[config.mk]
export PLATFORM = sky130hd
export DESIGN_NAME = miss_target_queue
export DESIGN_NICKNAME = d
export VERILOG_FILES = /design/src/rtl/mtq_pkg.sv /design/src/rtl/mtq_flags.sv /design/src/rtl/mtq_store.sv /design/src/rtl/miss_target_queue.sv
export SDC_FILE = /design/constraint.sdc
export NUM_CORES = 1
export LEC_CHECK = 0
export ABC_AREA = 1
export BUFFER_PORTS_ARGS = -buffer_cell sky130_fd_sc_hd__buf_4
export CORE_UTILIZATION = 44
export CTS_BUF_LIST = sky130_fd_sc_hd__clkbuf_2 sky130_fd_sc_hd__clkbuf_4 sky130_fd_sc_hd__clkbuf_8
export DETAILED_ROUTE_END_ITERATION = 16
export SYNTH_ARGS = -nofsm -noshare
export SYNTH_HDL_FRONTEND = slang
export SYNTH_SLANG_ARGS = --single-unit
[constraint.sdc]
create_clock -name clk -period 2.48 [get_ports clk]
set_clock_uncertainty 0.1 [all_clocks]
set_input_delay 0.372 -clock clk [delete_from_list [all_inputs] [get_ports clk]]
set_output_delay 0.372 -clock clk [all_outputs]
set_load 0.01 [all_outputs]
[src/rtl/mtq_pkg.sv]
package mtq_pkg;

    typedef enum logic [1:0] {
        CMD_RD  = 2'b00,
        CMD_RDX = 2'b01,
        CMD_UPG = 2'b10,
        CMD_WB  = 2'b11
    } cmd_e;

    function automatic logic wants_excl(input cmd_e c);
        return (c == CMD_RDX) || (c == CMD_UPG);
    endfunction

    function automatic cmd_e rewrite_cmd(input cmd_e c);
        return (c == CMD_UPG) ? CMD_RDX : c;
    endfunction

endpackage

[src/rtl/mtq_flags.sv]
module mtq_flags
    import mtq_pkg::*;
(
    input  logic clk,
    input  logic rst,
    input  logic push_fire,
    input  cmd_e push_cmd,
    input  logic push_cpu,
    input  logic rewrite_req,
    input  logic flag_clear,
    output logic rewrite_go,
    output logic excl_flag,
    output logic upg_flag
);

    logic set_excl, set_upg;
    logic excl_n, upg_n;

    assign set_excl   = push_fire && push_cpu && wants_excl(push_cmd);
    assign set_upg    = push_fire && push_cpu && (push_cmd == CMD_UPG);
    assign rewrite_go = rewrite_req && upg_flag;

    always_comb begin
        excl_n = flag_clear ? 1'b0 : excl_flag;
        upg_n  = (flag_clear || rewrite_go) ? 1'b0 : upg_flag;
        if (set_excl) excl_n = 1'b1;
        if (set_upg)  upg_n  = 1'b1;
    end

    always_ff @(posedge clk) begin
        if (rst) begin
            excl_flag <= 1'b0;
            upg_flag  <= 1'b0;
        end else begin
            excl_flag <= excl_n;
            upg_flag  <= upg_n;
        end
    end

    p_excl_sticky_r1: assert property (@(posedge clk) disable iff (rst)
        (excl_flag && !flag_clear) |=> excl_flag);

    p_upg_sets_r2: assert property (@(posedge clk) disable iff (rst)
        (push_fire && push_cpu && push_cmd == CMD_UPG) |=> (upg_flag && excl_flag));

    p_mem_side_r3: assert property (@(posedge clk) disable iff (rst)
        (push_fire && !push_cpu && !flag_clear && !rewrite_req)
        |=> ($stable(excl_flag) && $stable(upg_flag)));

    p_rewrite_clears_r5: assert property (@(posedge clk) disable iff (rst)
        (rewrite_req && !(push_fire && push_cpu && push_cmd == CMD_UPG)) |=> !upg_flag);

    p_clear_r7: assert property (@(posedge clk) disable iff (rst)
        (flag_clear && !push_fire) |=> (!excl_flag && !upg_flag));

endmodule

[src/rtl/mtq_store.sv]
module mtq_store
    import mtq_pkg::*;
#(
    parameter int DEPTH   = 4,
    parameter int ID_W    = 4,
    parameter int ORDER_W = 8,
    parameter int TIME_W  = 16,
    parameter int CNT_W   = $clog2(DEPTH + 1)
) (
    input  logic               clk,
    input  logic               rst,
    input  logic               push_fire,
    input  cmd_e               push_cmd,
    input  logic [ID_W-1:0]    push_id,
    input  logic [ORDER_W-1:0] push_order,
    input  logic [TIME_W-1:0]  push_time,
    input  logic               push_cpu,
    input  logic               pop_fire,
    input  logic               rewrite_go,
    output cmd_e               head_cmd,
    output logic [ID_W-1:0]    head_id,
    output logic [ORDER_W-1:0] head_order,
    output logic [TIME_W-1:0]  head_time,
    output logic               head_cpu,
    output logic [CNT_W-1:0]   count
);

    localparam int PTR_W = (DEPTH > 1) ? $clog2(DEPTH) : 1;

    typedef struct packed {
        cmd_e               cmd;
        logic [ID_W-1:0]    id;
        logic [ORDER_W-1:0] order;
        logic [TIME_W-1:0]  rtime;
        logic               cpu;
    } entry_t;

    entry_t            slot [DEPTH];
    logic [PTR_W-1:0]  wr_ptr, rd_ptr;
    entry_t            push_ent;

    function automatic logic [PTR_W-1:0] bump(input logic [PTR_W-1:0] p);
        return (p == PTR_W'(DEPTH - 1)) ? '0 : p + 1'b1;
    endfunction

    assign push_ent = '{cmd: push_cmd, id: push_id, order: push_order,
                        rtime: push_time, cpu: push_cpu};

    generate
        for (genvar i = 0; i < DEPTH; i++) begin : g_slot
            always_ff @(posedge clk) begin
                if (rst) begin
                    slot[i] <= '0;
                end else if (push_fire && wr_ptr == PTR_W'(i)) begin
                    slot[i] <= push_ent;
                end else if (rewrite_go) begin
                    slot[i].cmd <= rewrite_cmd(slot[i].cmd);
                end
            end
        end
    endgenerate

    always_ff @(posedge clk) begin
        if (rst) begin
            wr_ptr <= '0;
            rd_ptr <= '0;
            count  <= '0;
        end else begin
            if (push_fire) wr_ptr <= bump(wr_ptr);
            if (pop_fire)  rd_ptr <= bump(rd_ptr);
            case ({push_fire, pop_fire})
                2'b10:   count <= count + 1'b1;
                2'b01:   count <= count - 1'b1;
                default: count <= count;
            endcase
        end
    end

    assign head_cmd   = slot[rd_ptr].cmd;
    assign head_id    = slot[rd_ptr].id;
    assign head_order = slot[rd_ptr].order;
    assign head_time  = slot[rd_ptr].rtime;
    assign head_cpu   = slot[rd_ptr].cpu;

    p_rewrite_head_r5: assert property (@(posedge clk) disable iff (rst)
        (rewrite_go && !push_fire && !pop_fire && count != 0 && head_cmd == CMD_UPG)
        |=> head_cmd == CMD_RDX);

    p_no_overflow_r8: assert property (@(posedge clk) disable iff (rst)
        push_fire |-> (count < CNT_W'(DEPTH) || pop_fire));

    p_no_underflow_r8: assert property (@(posedge clk) disable iff (rst)
        pop_fire |-> count != 0);

    p_noop_head_r4: assert property (@(posedge clk) disable iff (rst)
        (!rewrite_go && !push_fire && !pop_fire) |=> $stable(head_cmd));

endmodule

[src/rtl/miss_target_queue.sv]
module miss_target_queue
    import mtq_pkg::*;
#(
    parameter int DEPTH   = 4,
    parameter int ID_W    = 4,
    parameter int ORDER_W = 8,
    parameter int TIME_W  = 16,
    parameter int CNT_W   = $clog2(DEPTH + 1)
) (
    input  logic               clk,
    input  logic               rst,
    input  logic               push_valid,
    output logic               push_ready,
    input  logic [1:0]         push_cmd,
    input  logic [ID_W-1:0]    push_id,
    input  logic [ORDER_W-1:0] push_order,
    input  logic [TIME_W-1:0]  push_time,
    input  logic               push_cpu,
    output logic               head_valid,
    input  logic               pop_ready,
    output logic [1:0]         head_cmd,
    output logic [ID_W-1:0]    head_id,
    output logic [ORDER_W-1:0] head_order,
    output logic [TIME_W-1:0]  head_time,
    output logic               head_cpu,
    input  logic               rewrite_req,
    input  logic               flag_clear,
    output logic               excl_flag,
    output logic               upg_flag,
    output logic               idle,
    output logic [CNT_W-1:0]   count
);

    logic push_fire, pop_fire, rewrite_go;
    cmd_e cmd_in, cmd_out;

    assign cmd_in     = cmd_e'(push_cmd);
    assign push_ready = (count != CNT_W'(DEPTH));
    assign head_valid = (count != '0);
    assign push_fire  = push_valid && push_ready;
    assign pop_fire   = pop_ready && head_valid;
    assign head_cmd   = cmd_out;

    mtq_flags u_flags (
        .clk         (clk),
        .rst         (rst),
        .push_fire   (push_fire),
        .push_cmd    (cmd_in),
        .push_cpu    (push_cpu),
        .rewrite_req (rewrite_req),
        .flag_clear  (flag_clear),
        .rewrite_go  (rewrite_go),
        .excl_flag   (excl_flag),
        .upg_flag    (upg_flag)
    );

    mtq_store #(
        .DEPTH   (DEPTH),
        .ID_W    (ID_W),
        .ORDER_W (ORDER_W),
        .TIME_W  (TIME_W),
        .CNT_W   (CNT_W)
    ) u_store (
        .clk        (clk),
        .rst        (rst),
        .push_fire  (push_fire),
        .push_cmd   (cmd_in),
        .push_id    (push_id),
        .push_order (push_order),
        .push_time  (push_time),
        .push_cpu   (push_cpu),
        .pop_fire   (pop_fire),
        .rewrite_go (rewrite_go),
        .head_cmd   (cmd_out),
        .head_id    (head_id),
        .head_order (head_order),
        .head_time  (head_time),
        .head_cpu   (head_cpu),
        .count      (count)
    );

    assign idle = !head_valid && !excl_flag && !upg_flag;

    p_idle_r9: assert property (@(posedge clk) disable iff (rst)
        idle |-> (count == '0 && !upg_flag));

    p_reset_r10: assert property (@(posedge clk)
        rst |=> (idle && count == '0));

endmodule

======== Word level (Yosys, flattened, before mapping) ========
Memory sizes are Yosys's and may differ from the RTL's. A register that Yosys moved wholly into a read port is not among the register bits.
Index checks and enable logic that the tools add are counted.
word-level totals
  register bits ........................... 9
  bits in writable memories ............... 124
  word-level logic and storage cells ...... 101
  bits of input ports ..................... 37
  memories ................................ 1
memories
  memory        words  bits a word  rd ports  clocked after memory_dff  write ports  RTL line         source
  u_store.slot  4      31           5         1                         4            mtq_store.sv:38  entry_t slot [DEPTH];
cells by class
  mux-type cells .......................... 48
  reductions and logical operators ........ 22
  bitwise logic cells ..................... 8
  add/sub/neg operators ................... 4
  equality and inequality tests ........... 13
operators with widths
  operator             number
  $mux 31              4
  $mux 1               31
  $mux 2               12
  $eq 2x2->1 const B   9
  $logic_and 1x1->1    12
  $or 1x1->1           8
  $eq 2x1->1 const B   3
  $pmux 3 s2           1
  $reduce_bool 2->1    3
  $add 2x1->2 const B  2
  $add 3x1->3 const B  1
  $logic_not 1->1      3
  $ne 3x3->1 const B   1
  $reduce_bool 3->1    1
  $sub 3x1->3 const B  1
  $logic_not 2->1      1
  $logic_or 1x1->1     2

======== Logic depth before layout (Yosys ltp) ========
Gate-level depths: netlist (run 1).
  depth after elaboration ................. 8
  gate-level depth with buffers ........... 13
  depth with buffers taken out ............ 13

======== Hierarchy ========
From an unflattened synthesis (run 1), not the netlist that was laid out.
second synthesis, totals
  cells, all modules ...................... 565
  area total of the unflattened synthesis .. 6129.6 sq um
modules (own cells, without submodules)
  module             area each (sq um)  times used  cells each
  mtq_store          5972.0             1           540
  mtq_flags          107.6              1           15
  miss_target_queue  50.0               1           10

======== Least setup slack after synthesis (run 1) ========
OpenSTA, ideal clock, no wires.
  kind .................................... input-to-reg
  start ................................... input port rst
  end ..................................... memory u_store.slot[0][0] (netlist bit) (enable)
  setup slack ............................. 0.408 ns
  stages on the path ...................... 3
  arrival time ............................ 1.585 ns
  path through ............................ clkinv_1 > clkbuf_1 > nand2_1
RTL lines
  element             RTL line                 source
  start: declaration  miss_target_queue.sv:11  input logic rst,
  end: declaration    mtq_store.sv:38

==> results.sh, run 1 <==
export IMPL_status="finished clean"
export IMPL_period_share_pct=91.5
export IMPL_wl_met3_um=689
export IMPL_fin_tns_setup_ps=0
export IMPL_setup_violations=0
export IMPL_max_cap_violations=0
export IMPL_cts_buffers=17
export IMPL_core_area_um2=13300
export IMPL_hp_class="input pin to flip-flop"
export IMPL_cts_root_buf="clkbuf_8"
export IMPL_portBuffers=75
export IMPL_peakVddDrop_mv=0.577
export IMPL_cp_max_fo=14
export IMPL_crit_arrival_ps=1800
export IMPL_netlist_instances=572
export IMPL_p_leak_uw=0.00304
export IMPL_die_width_um=119
export IMPL_rsz0062_at_grt="no"
export IMPL_netlist_area_um2=6050
export IMPL_finalCriticalPeriod_ps=2270
export IMPL_overflow=0
export IMPL_area_delta_synth_final_pct=19.1
export IMPL_antenna_cells=0
export IMPL_vias=4354
export IMPL_grt_pass1_wl_um=22400
export IMPL_grt_max_degree=62
export IMPL_endpoint_kind="output port"
export IMPL_slew_headroom_pct=66.7
export IMPL_rows=42
export IMPL_viasPerCell=5.21
export IMPL_dpl_hpwl_um=7790
export IMPL_antenna_found_initial=0
export IMPL_drive_gt1_share_pct=19.6
export IMPL_ys_seq_elements=135
export IMPL_tightest_slew_ps=499
export IMPL_clk_latency_ps=440
export IMPL_cts_sinks=135
export IMPL_ant_nets=0
export IMPL_gp_congestion=0.776
export IMPL_die_y_um=119
export IMPL_drc=0
export IMPL_synth_warning_count=0
export IMPL_synth_nets=617
export IMPL_path_class="flip-flop to output port"
export IMPL_synth_sequential_area_ratio_pct=65.2
export IMPL_worst_setup_path_start_kind="flip-flop"
export IMPL_fmax_ghz=0.441
export IMPL_drt_iter0_markers=361
export IMPL_ys_types=24
export IMPL_wire_per_inst_um=16.9
export IMPL_top_layer="met4"
export IMPL_wl_um=14100
export IMPL_hold_violations=0
export IMPL_drt_met1_wl_um=6200
export IMPL_clk_pin_slew_ps=70
export IMPL_io_pins=76
export IMPL_htree_levels=4
export IMPL_cts_tree="done"
export IMPL_post_cts_buffers=0
export IMPL_die_area_um2=14200
export IMPL_start_util_pct=45.3
export IMPL_n_fill_cell=1219
export IMPL_post_dp_cell_area_um2=6770
export IMPL_syn_avg_cell_area_um2=10.6
export IMPL_powerDensity_nw_per_um2=976
export IMPL_fin_area_um2=7200
export IMPL_nets=691
export IMPL_cts_buffer_depth=2
export IMPL_grt_usage_pct=21.0
export IMPL_finalHoldWorstSlack_ps=89.9
export IMPL_worstPathRequired_ps=2010
export IMPL_wl_met2_um=6990
export IMPL_first_global_vias=4306
export IMPL_dr_pass1_iters=5
export IMPL_drv_slew=0
[synth_stat cells, drive strengths merged]
cell	number	share of area, %
o21ai	67	5.5
nor3	1	0.083
clkbuf	18	1.1
nand3b	4	0.50
buf	16	2.6
o22ai	30	3.1
nand2	22	1.4
nand3	19	2.4
nand4	6	0.62
ha	7	1.4
fa	1	0.33
inv	48	3.0
clkinv	2	0.12
edfxtp	124	62
dfxtp	11	3.6
a21oi	8	0.85
nor2	188	12
[cell type report]
cell class                      instances  area, um2  share of cell area, %
Inverter                               50        191                   2.66
Timing Repair Buffer                   89        733                   10.2
Tap cell                              176        220                   3.06
Sequential cell                       135       3950                   54.8
Clock inverter                          4       95.1                   1.32
Multi-Input combinational cell        353       1690                   23.5
Clock buffer                           28        323                   4.48
[layout by cell type, fill, tap and decap left out, types with 3 or more instances in the layout]
cell / n
o22ai_1: 30
nand4_1: 6
o21ai_0: 67
a21oi_1: 7
inv_1: 47
nand3b_1: 4
nand3_4: 4
edfxtp_1: 124
nand3_1: 15
dfxtp_1: 10
clkbuf_8: 18
bufinv_16: 3
ha_1: 7
buf_4: 83
clkbuf_4: 10
nor2_1: 187
nand2_1: 22
buf_12: 5
[worst paths after layout]
path              cells past startpoint                           start  slack, ps                              to
setup / recovery                      5                       flip-flop        210                   head_order[4]
hold / removal                        4                      flag_clear         90  u_flags.excl_flag$_SDFFE_PP0P_
setup reg to reg                     12   u_store.count[0]$_SDFFE_PP0P_        400   u_store.count[2]$_SDFFE_PP0P_
hold reg to reg                       2  u_flags.excl_flag$_SDFFE_PP0P_        390  u_flags.excl_flag$_SDFFE_PP0P_
[routing by layer]
metal	up-vias	global-route usage, %
li1	2100	-
met1	2122	26.7
met2	116	35.1
met3	16	4.36
met4	0	8.15
met5	-	0
[state kept, by name, indices dropped and copies added (netlist names), named ones only]
register and count:
u_flags.upg_flag 1, u_store.wr_ptr 2, u_store.count 3, u_store.rd_ptr 2, u_store.slot 124, u_flags.excl_flag 1
[cells by family after synthesis]
group | after synthesis | share of synthesized area [%]
AO/OA/AOI/OAI | 105 | 9.50
flip-flops | 135 | 65.2
AND/OR/NAND/NOR | 240 | 16.7
adder cells (fa/ha/maj) | 8 | 1.78
buffers and inverters | 84 | 6.81
[worst max-delay path, stage by stage (launching register included)]
cell,delay (ps)
dfxtp_2,380
clkinvlp_4,230
buf_4,270
o21ai_0,210
o22ai_1,120
buf_4,160
[per-stage QoR]
stage	power, uW	utilization, %	instances	setup slack, ps
after floorplan	4140	-	572	408
after global placement	5130	50.7	802	473
after detailed placement	5170	50.7	802	414
after CTS	7090	53.9	835	69.8
after global routing	7410	53.9	835	34.0
final	7030	53.9	835	211
[where the power goes]
group          switching, uW  internal (uW)
combinational           1320            901
sequential               103           2770
clock                    795           1130
total                   2220           4810
[what timing repair did]
item | 4_1_cts | 5_1_grt
endpoints found under the setup margin | 0 | 12
resized for setup | 0 | 1
hold endpoints to repair | 2 | 0
hold buffers | 1 | 0
No activity file was read; power rests on OpenSTA's default activity.
==> inputs of run 2 (changes only) <==
Clock period 2.48 ns to 2.85 ns, I/O delays scaled along.
==> run 2 against run 1 <==
Final cell count increased by 0.24%. Die area unchanged. Register-to-register slack improved by 310 ps. Core utilization decreased by 0.27 points. Total power decreased by 13%. Sequential power decreased by 13%.
==> results.sh, run 2 (synthesis gave the netlist of run 1 again) <==
export IMPL_ant_nets=0
export IMPL_top_layer="met4"
export IMPL_hold_violations=0
export IMPL_endpoint_kind="output port"
export IMPL_p_sw_uw=1970
export IMPL_wl_um=13900
export IMPL_comb_power_share_pct=31.4
export IMPL_clk_latency_ps=440
export IMPL_grt_pass1_wl_um=22300
export IMPL_reg2reg_to="u_store.count[2]$_SDFFE_PP0P_"
export IMPL_finalCriticalPeriod_ps=2550
export IMPL_largest_register="u_store.slot"
export IMPL_tightest_slew_ps=697
export IMPL_setup_violations=0
export IMPL_nets=693
export IMPL_die_area_um2=14200
export IMPL_rows=42
export IMPL_wl_met3_um=694
export IMPL_mostFrequentLayoutCells="187 x nor2_1, 124 x edfxtp_1, 90 x buf_4"
export IMPL_gp_congestion=0.793
export IMPL_status="finished clean"
export IMPL_path_class="flip-flop to output port"
export IMPL_drv_slew=0
export IMPL_wire_per_inst_um=16.6
export IMPL_dr_pass1_iters=5
export IMPL_p_seq_share_pct=41.1
export IMPL_worstPathRequired_ps=2320
export IMPL_min_from="rst"
export IMPL_grt_usage_pct=20.9
export IMPL_largest_reg_flops=124
export IMPL_cts_tree="done"
export IMPL_reg_top3="u_store.slot x124, u_store.count x3"
export IMPL_post_dp_cell_area_um2=6740
export IMPL_cts_sinks=135
export IMPL_swShare_pct=32.3
export IMPL_start_util_pct=45.3
export IMPL_drive_gt1_share_pct=19.8
export IMPL_fin_tns_setup_ps=0
export IMPL_dpl_hpwl_um=8230
export IMPL_fin_ws_ps=301
export IMPL_fmax_ghz=0.392
export IMPL_place_ws_ps=601
export IMPL_cell_internal_pwr_uw=4120
export IMPL_slew_headroom_pct=53.5
export IMPL_seq_area_um2=3950
export IMPL_post_route_util_pct=53.7
export IMPL_crit_arrival_ps=2020
export IMPL_die_width_um=119
export IMPL_drt_iter0_markers=396
export IMPL_cts_buffer_depth=2
export IMPL_portBuffers=75
export IMPL_antenna_cells=0
export IMPL_overflow=0
export IMPL_drt_met1_wl_um=6110
export IMPL_layout_commonest_cell="nor2_1"
export IMPL_io_pins=76
export IMPL_peakVddDrop_mv=0.426
export IMPL_wl_met2_um=6900
export IMPL_cts_buffers=17
export IMPL_powerDensity_nw_per_um2=850
export IMPL_postCtsHoldBufs=0
export IMPL_post_cts_buffers=0
export IMPL_drc=0
export IMPL_clk_pin_slew_ps=70
export IMPL_worst_setup_path_start_kind="flip-flop"
export IMPL_hp_class="input pin to flip-flop"
export IMPL_vias=4376
export IMPL_rsz0062_at_grt="no"
export IMPL_fin_area_um2=7160
export IMPL_clkPwrFrac_pct=27.5
export IMPL_n_fill_cell=1226
export IMPL_multi_input_area_um2=1690
export IMPL_cts_root_buf="clkbuf_8"
export IMPL_r2r_cells=12
export IMPL_cts_resized=0
export IMPL_area_delta_synth_final_pct=18.5
export IMPL_htree_levels=4
export IMPL_max_cap_violations=0
export IMPL_first_global_vias=4401
export IMPL_grt_max_degree=62
export IMPL_holdPathEnd="u_flags.excl_flag$_SDFFE_PP0P_"
export IMPL_viasPerCell=5.23
export IMPL_die_y_um=119
export IMPL_p_leak_uw=0.00301
export IMPL_crit_reg2reg_launch="u_store.count[0]$_SDFFE_PP0P_"
export IMPL_hold_depth=2
export IMPL_period_share_pct=89.4
export IMPL_rrSetupSlack_ps=710
export IMPL_core_area_um2=13300
export IMPL_antenna_found_initial=0
export IMPL_cp_max_fo=20
run 2: cell count changes in the layout (fill, tap and decap cells not counted):
cell,change
clkbuf_4,-10
buf_4,+7
clkinv_2,+5
buf_12,-4
clkinvlp_4,+3
bufinv_16,+1
clkbuf_8,-1
clkinv_1,+1
clkinv_4,+1
dlygate4sd3_1,-1
run 2: area by class of cell:
cell class,count,area share [%]
clock buffers,17,3.27
clock inverters,15,2.59
inverters,50,2.67
multi-input cells,353,23.6
flip-flops and latches,135,55.1
well taps,176,3.07
repair buffers,91,9.71
run 2: stage by stage:
| stage | std cells | hold WS [ps] | power (uW) |
|---|---|---|---|
| 6_report | 837 | 60.3 | 6090 |
| 2_1_floorplan | 572 | 357 | 3600 |
| 4_1_cts | 837 | 33.5 | 6130 |
| 3_3_place_gp | 805 | 372 | 4440 |
| 5_1_grt | 837 | 38.2 | 6390 |
| 3_5_place_dp | 805 | 376 | 4470 |
run 2: worst max path at each step:
stage              start                               end  cells after the start  slack [ps]
3_5_place_dp   flip-flop                      head_time[0]                      5         600
3_3_place_gp   flip-flop                     head_order[1]                      5         640
6_report       flip-flop                       head_cmd[0]                      4         300
5_1_grt        flip-flop                       head_cmd[0]                      4         170
4_1_cts        flip-flop                      head_time[0]                      5         120
2_1_floorplan        rst  u_store.slot[0][0]$_SDFFCE_PN0P_                      3         720
run 2: layer usage:
layer / global-route usage [%] / vias up
met5: 0 / -
met4: 8.78 / 0
met3: 4.98 / 19
met2: 34.1 / 130
met1: 26.6 / 2123
li1: - / 2104
run 2: power by group through the flow:
stage | registers, uW | clock network [uW] | logic (uW)
after floorplan | 2530 | 0 | 1070
after global placement | 2530 | 0 | 1900
after detailed placement | 2540 | 0 | 1930
after CTS | 2500 | 1700 | 1930
after global routing | 2520 | 1770 | 2100
final | 2500 | 1670 | 1910
run 2: critical path, stage by stage (launching register included):
cell     delay, ps
dfxtp_1        310
inv_1          510
o21ai_0        180
o21ai_0        380
buf_4          200
==> inputs of run 3 (changes only) <==
Settings changed: CTS_CLUSTER_DIAMETER from default to 60, MAX_ROUTING_LAYER from default to met4, PLACE_DENSITY_LB_ADDON from default to 0.2.
==> run 3 against run 2 <==
Fmax increased by 1.4%. Wire length decreased by 4.8%. Flip-flop and latch count unchanged. Final cell count down 0.36%. Sequential power barely moved. Combinational power down 2%. Register-to-register slack lost 20 ps. Die area stayed put. First-iteration DRC count down 40%. Non-clock buffer count shrank 3.
==> results.sh, run 3 (synthesis gave the netlist of run 1 again) <==
export IMPL_nets=690
export IMPL_grt_max_degree=62
export IMPL_largest_register="u_store.slot"
export IMPL_max_cap_violations=0
export IMPL_worst_setup_path_start_kind="flip-flop"
export IMPL_endpoint_kind="output port"
export IMPL_post_cts_buffers=0
export IMPL_cts_root_buf="clkbuf_8"
export IMPL_start_util_pct=45.3
export IMPL_die_width_um=119
export IMPL_hold_violations=0
export IMPL_peakVddDrop_mv=0.621
export IMPL_viasPerCell=5.09
export IMPL_mostFrequentLayoutCells="187 x nor2_1, 124 x edfxtp_1, 87 x buf_4"
export IMPL_grt_usage_pct=20.6
export IMPL_grt_pass1_wl_um=21200
export IMPL_wl_um=13200
export IMPL_drt_iter0_markers=237
export IMPL_io_pins=76
export IMPL_fmax_ghz=0.398
export IMPL_rows=42
export IMPL_vias=4245
export IMPL_die_area_um2=14200
export IMPL_rsz0062_at_grt="no"
export IMPL_wire_per_inst_um=15.9
export IMPL_powerDensity_nw_per_um2=846
export IMPL_place_inst=802
export IMPL_finalCriticalPeriod_ps=2510
export IMPL_area_delta_synth_final_pct=18.0
export IMPL_p_leak_uw=0.00300
export IMPL_fin_area_um2=7130
export IMPL_htree_levels=4
export IMPL_largest_reg_flops=124
export IMPL_post_dp_cell_area_um2=6720
export IMPL_worstPathRequired_ps=2320
export IMPL_dpl_hpwl_um=7650
export IMPL_clk_pin_slew_ps=70
export IMPL_hp_class="input pin to flip-flop"
export IMPL_status="finished clean"
export IMPL_postCtsHoldBufs=0
export IMPL_cts_tree="done"
export IMPL_reg_top3="u_store.slot x124, u_store.count x3"
export IMPL_drive_gt1_share_pct=19.3
export IMPL_slew_headroom_pct=57.7
export IMPL_overflow=0
export IMPL_cts_buffers=17
export IMPL_portBuffers=75
export IMPL_cts_buffer_depth=2
export IMPL_hold_depth=2
export IMPL_ant_nets=0
export IMPL_tightest_slew_ps=635
export IMPL_setup_violations=0
export IMPL_r2r_cells=12
export IMPL_crit_reg2reg_launch="u_store.count[0]$_SDFFE_PP0P_"
export IMPL_dr_pass1_iters=4
export IMPL_die_y_um=119
export IMPL_rrSetupSlack_ps=690
export IMPL_holdPathEnd="u_flags.excl_flag$_SDFFE_PP0P_"
export IMPL_first_global_vias=4245
export IMPL_cp_max_fo=61
export IMPL_fin_tns_setup_ps=0
export IMPL_min_from="rst"
export IMPL_cts_sinks=135
export IMPL_antenna_cells=0
export IMPL_drv_slew=0
export IMPL_core_area_um2=13300
export IMPL_crit_arrival_ps=1990
export IMPL_stdcell_count=834
export IMPL_gp_congestion=0.775
export IMPL_reg2reg_to="u_store.count[2]$_SDFFE_PP0P_"
export IMPL_antenna_found_initial=0
export IMPL_clk_latency_ps=450
export IMPL_drc=0
export IMPL_layout_commonest_cell="nor2_1"
export IMPL_cts_resized=0
export IMPL_path_class="flip-flop to output port"
export IMPL_period_share_pct=88.2
[run 3: cell count changes in the layout (fill, tap and decap cells not counted)]
cell and delta:
inv_2 +1, inv_6 +1, clkinv_4 -1, buf_4 -3, clkinv_1 +1, clkinv_2 -1, clkinvlp_4 -1
[run 3: worst max path at each step]
| stage | startpoint | to | slack (ps) | cells after the start |
|---|---|---|---|---|
| finish | flip-flop | head_id[2] | 340 | 4 |
| global route | flip-flop | head_id[2] | 180 | 4 |
| CTS | flip-flop | head_order[3] | 330 | 4 |
| detailed placement | u_store.count[0]$_SDFFE_PP0P_ | u_store.count[2]$_SDFFE_PP0P_ | 730 | 12 |
| global placement | u_store.count[0]$_SDFFE_PP0P_ | u_store.count[2]$_SDFFE_PP0P_ | 770 | 12 |
| floorplan | rst | u_store.slot[0][0]$_SDFFCE_PN0P_ | 720 | 3 |
[run 3: metal layers]
layer / vias to the layer above / wire, um / global-route usage, %
met5: - / 0 / -
met4: 0 / 192 / 9.10
met3: 16 / 767 / 4.69
met2: 120 / 6820 / 34.0
met1: 2013 / 5440 / 24.0
li1: 2096 / - / -
[run 3: worst max-delay path, stage by stage (launching register included)]
cell and delay (ps):
dfxtp_2 340, buf_4 500, o21ai_0 200, o22ai_1 290
buf_4 180
[run 3: area by class of cell]
type                    count  area, um2
fillers                  1239       6210
flip-flops and latches    135       3950
multi-input cells         353       1690
repair buffers             88        673
clock buffers              17        234
well taps                 176        220
inverters                  50        188
clock inverters            15        184
[run 3: power by group]
group	switching [uW]	total [uW]	internal (uW)
logic	1120	1870	749
registers	84.4	2490	2410
clock network	737	1680	939
total	1940	6040	4100
[run 3: stage by stage]
step	total power, uW	setup slack (ps)	hold slack, ps	utilization (%)
after detailed placement	4440	726	385	50.3
after global routing	6360	181	39.2	53.4
after floorplan	3600	723	357	-
final	6040	336	50.0	53.4
after CTS	6100	328	30.1	53.4
after global placement	4410	769	371	50.3
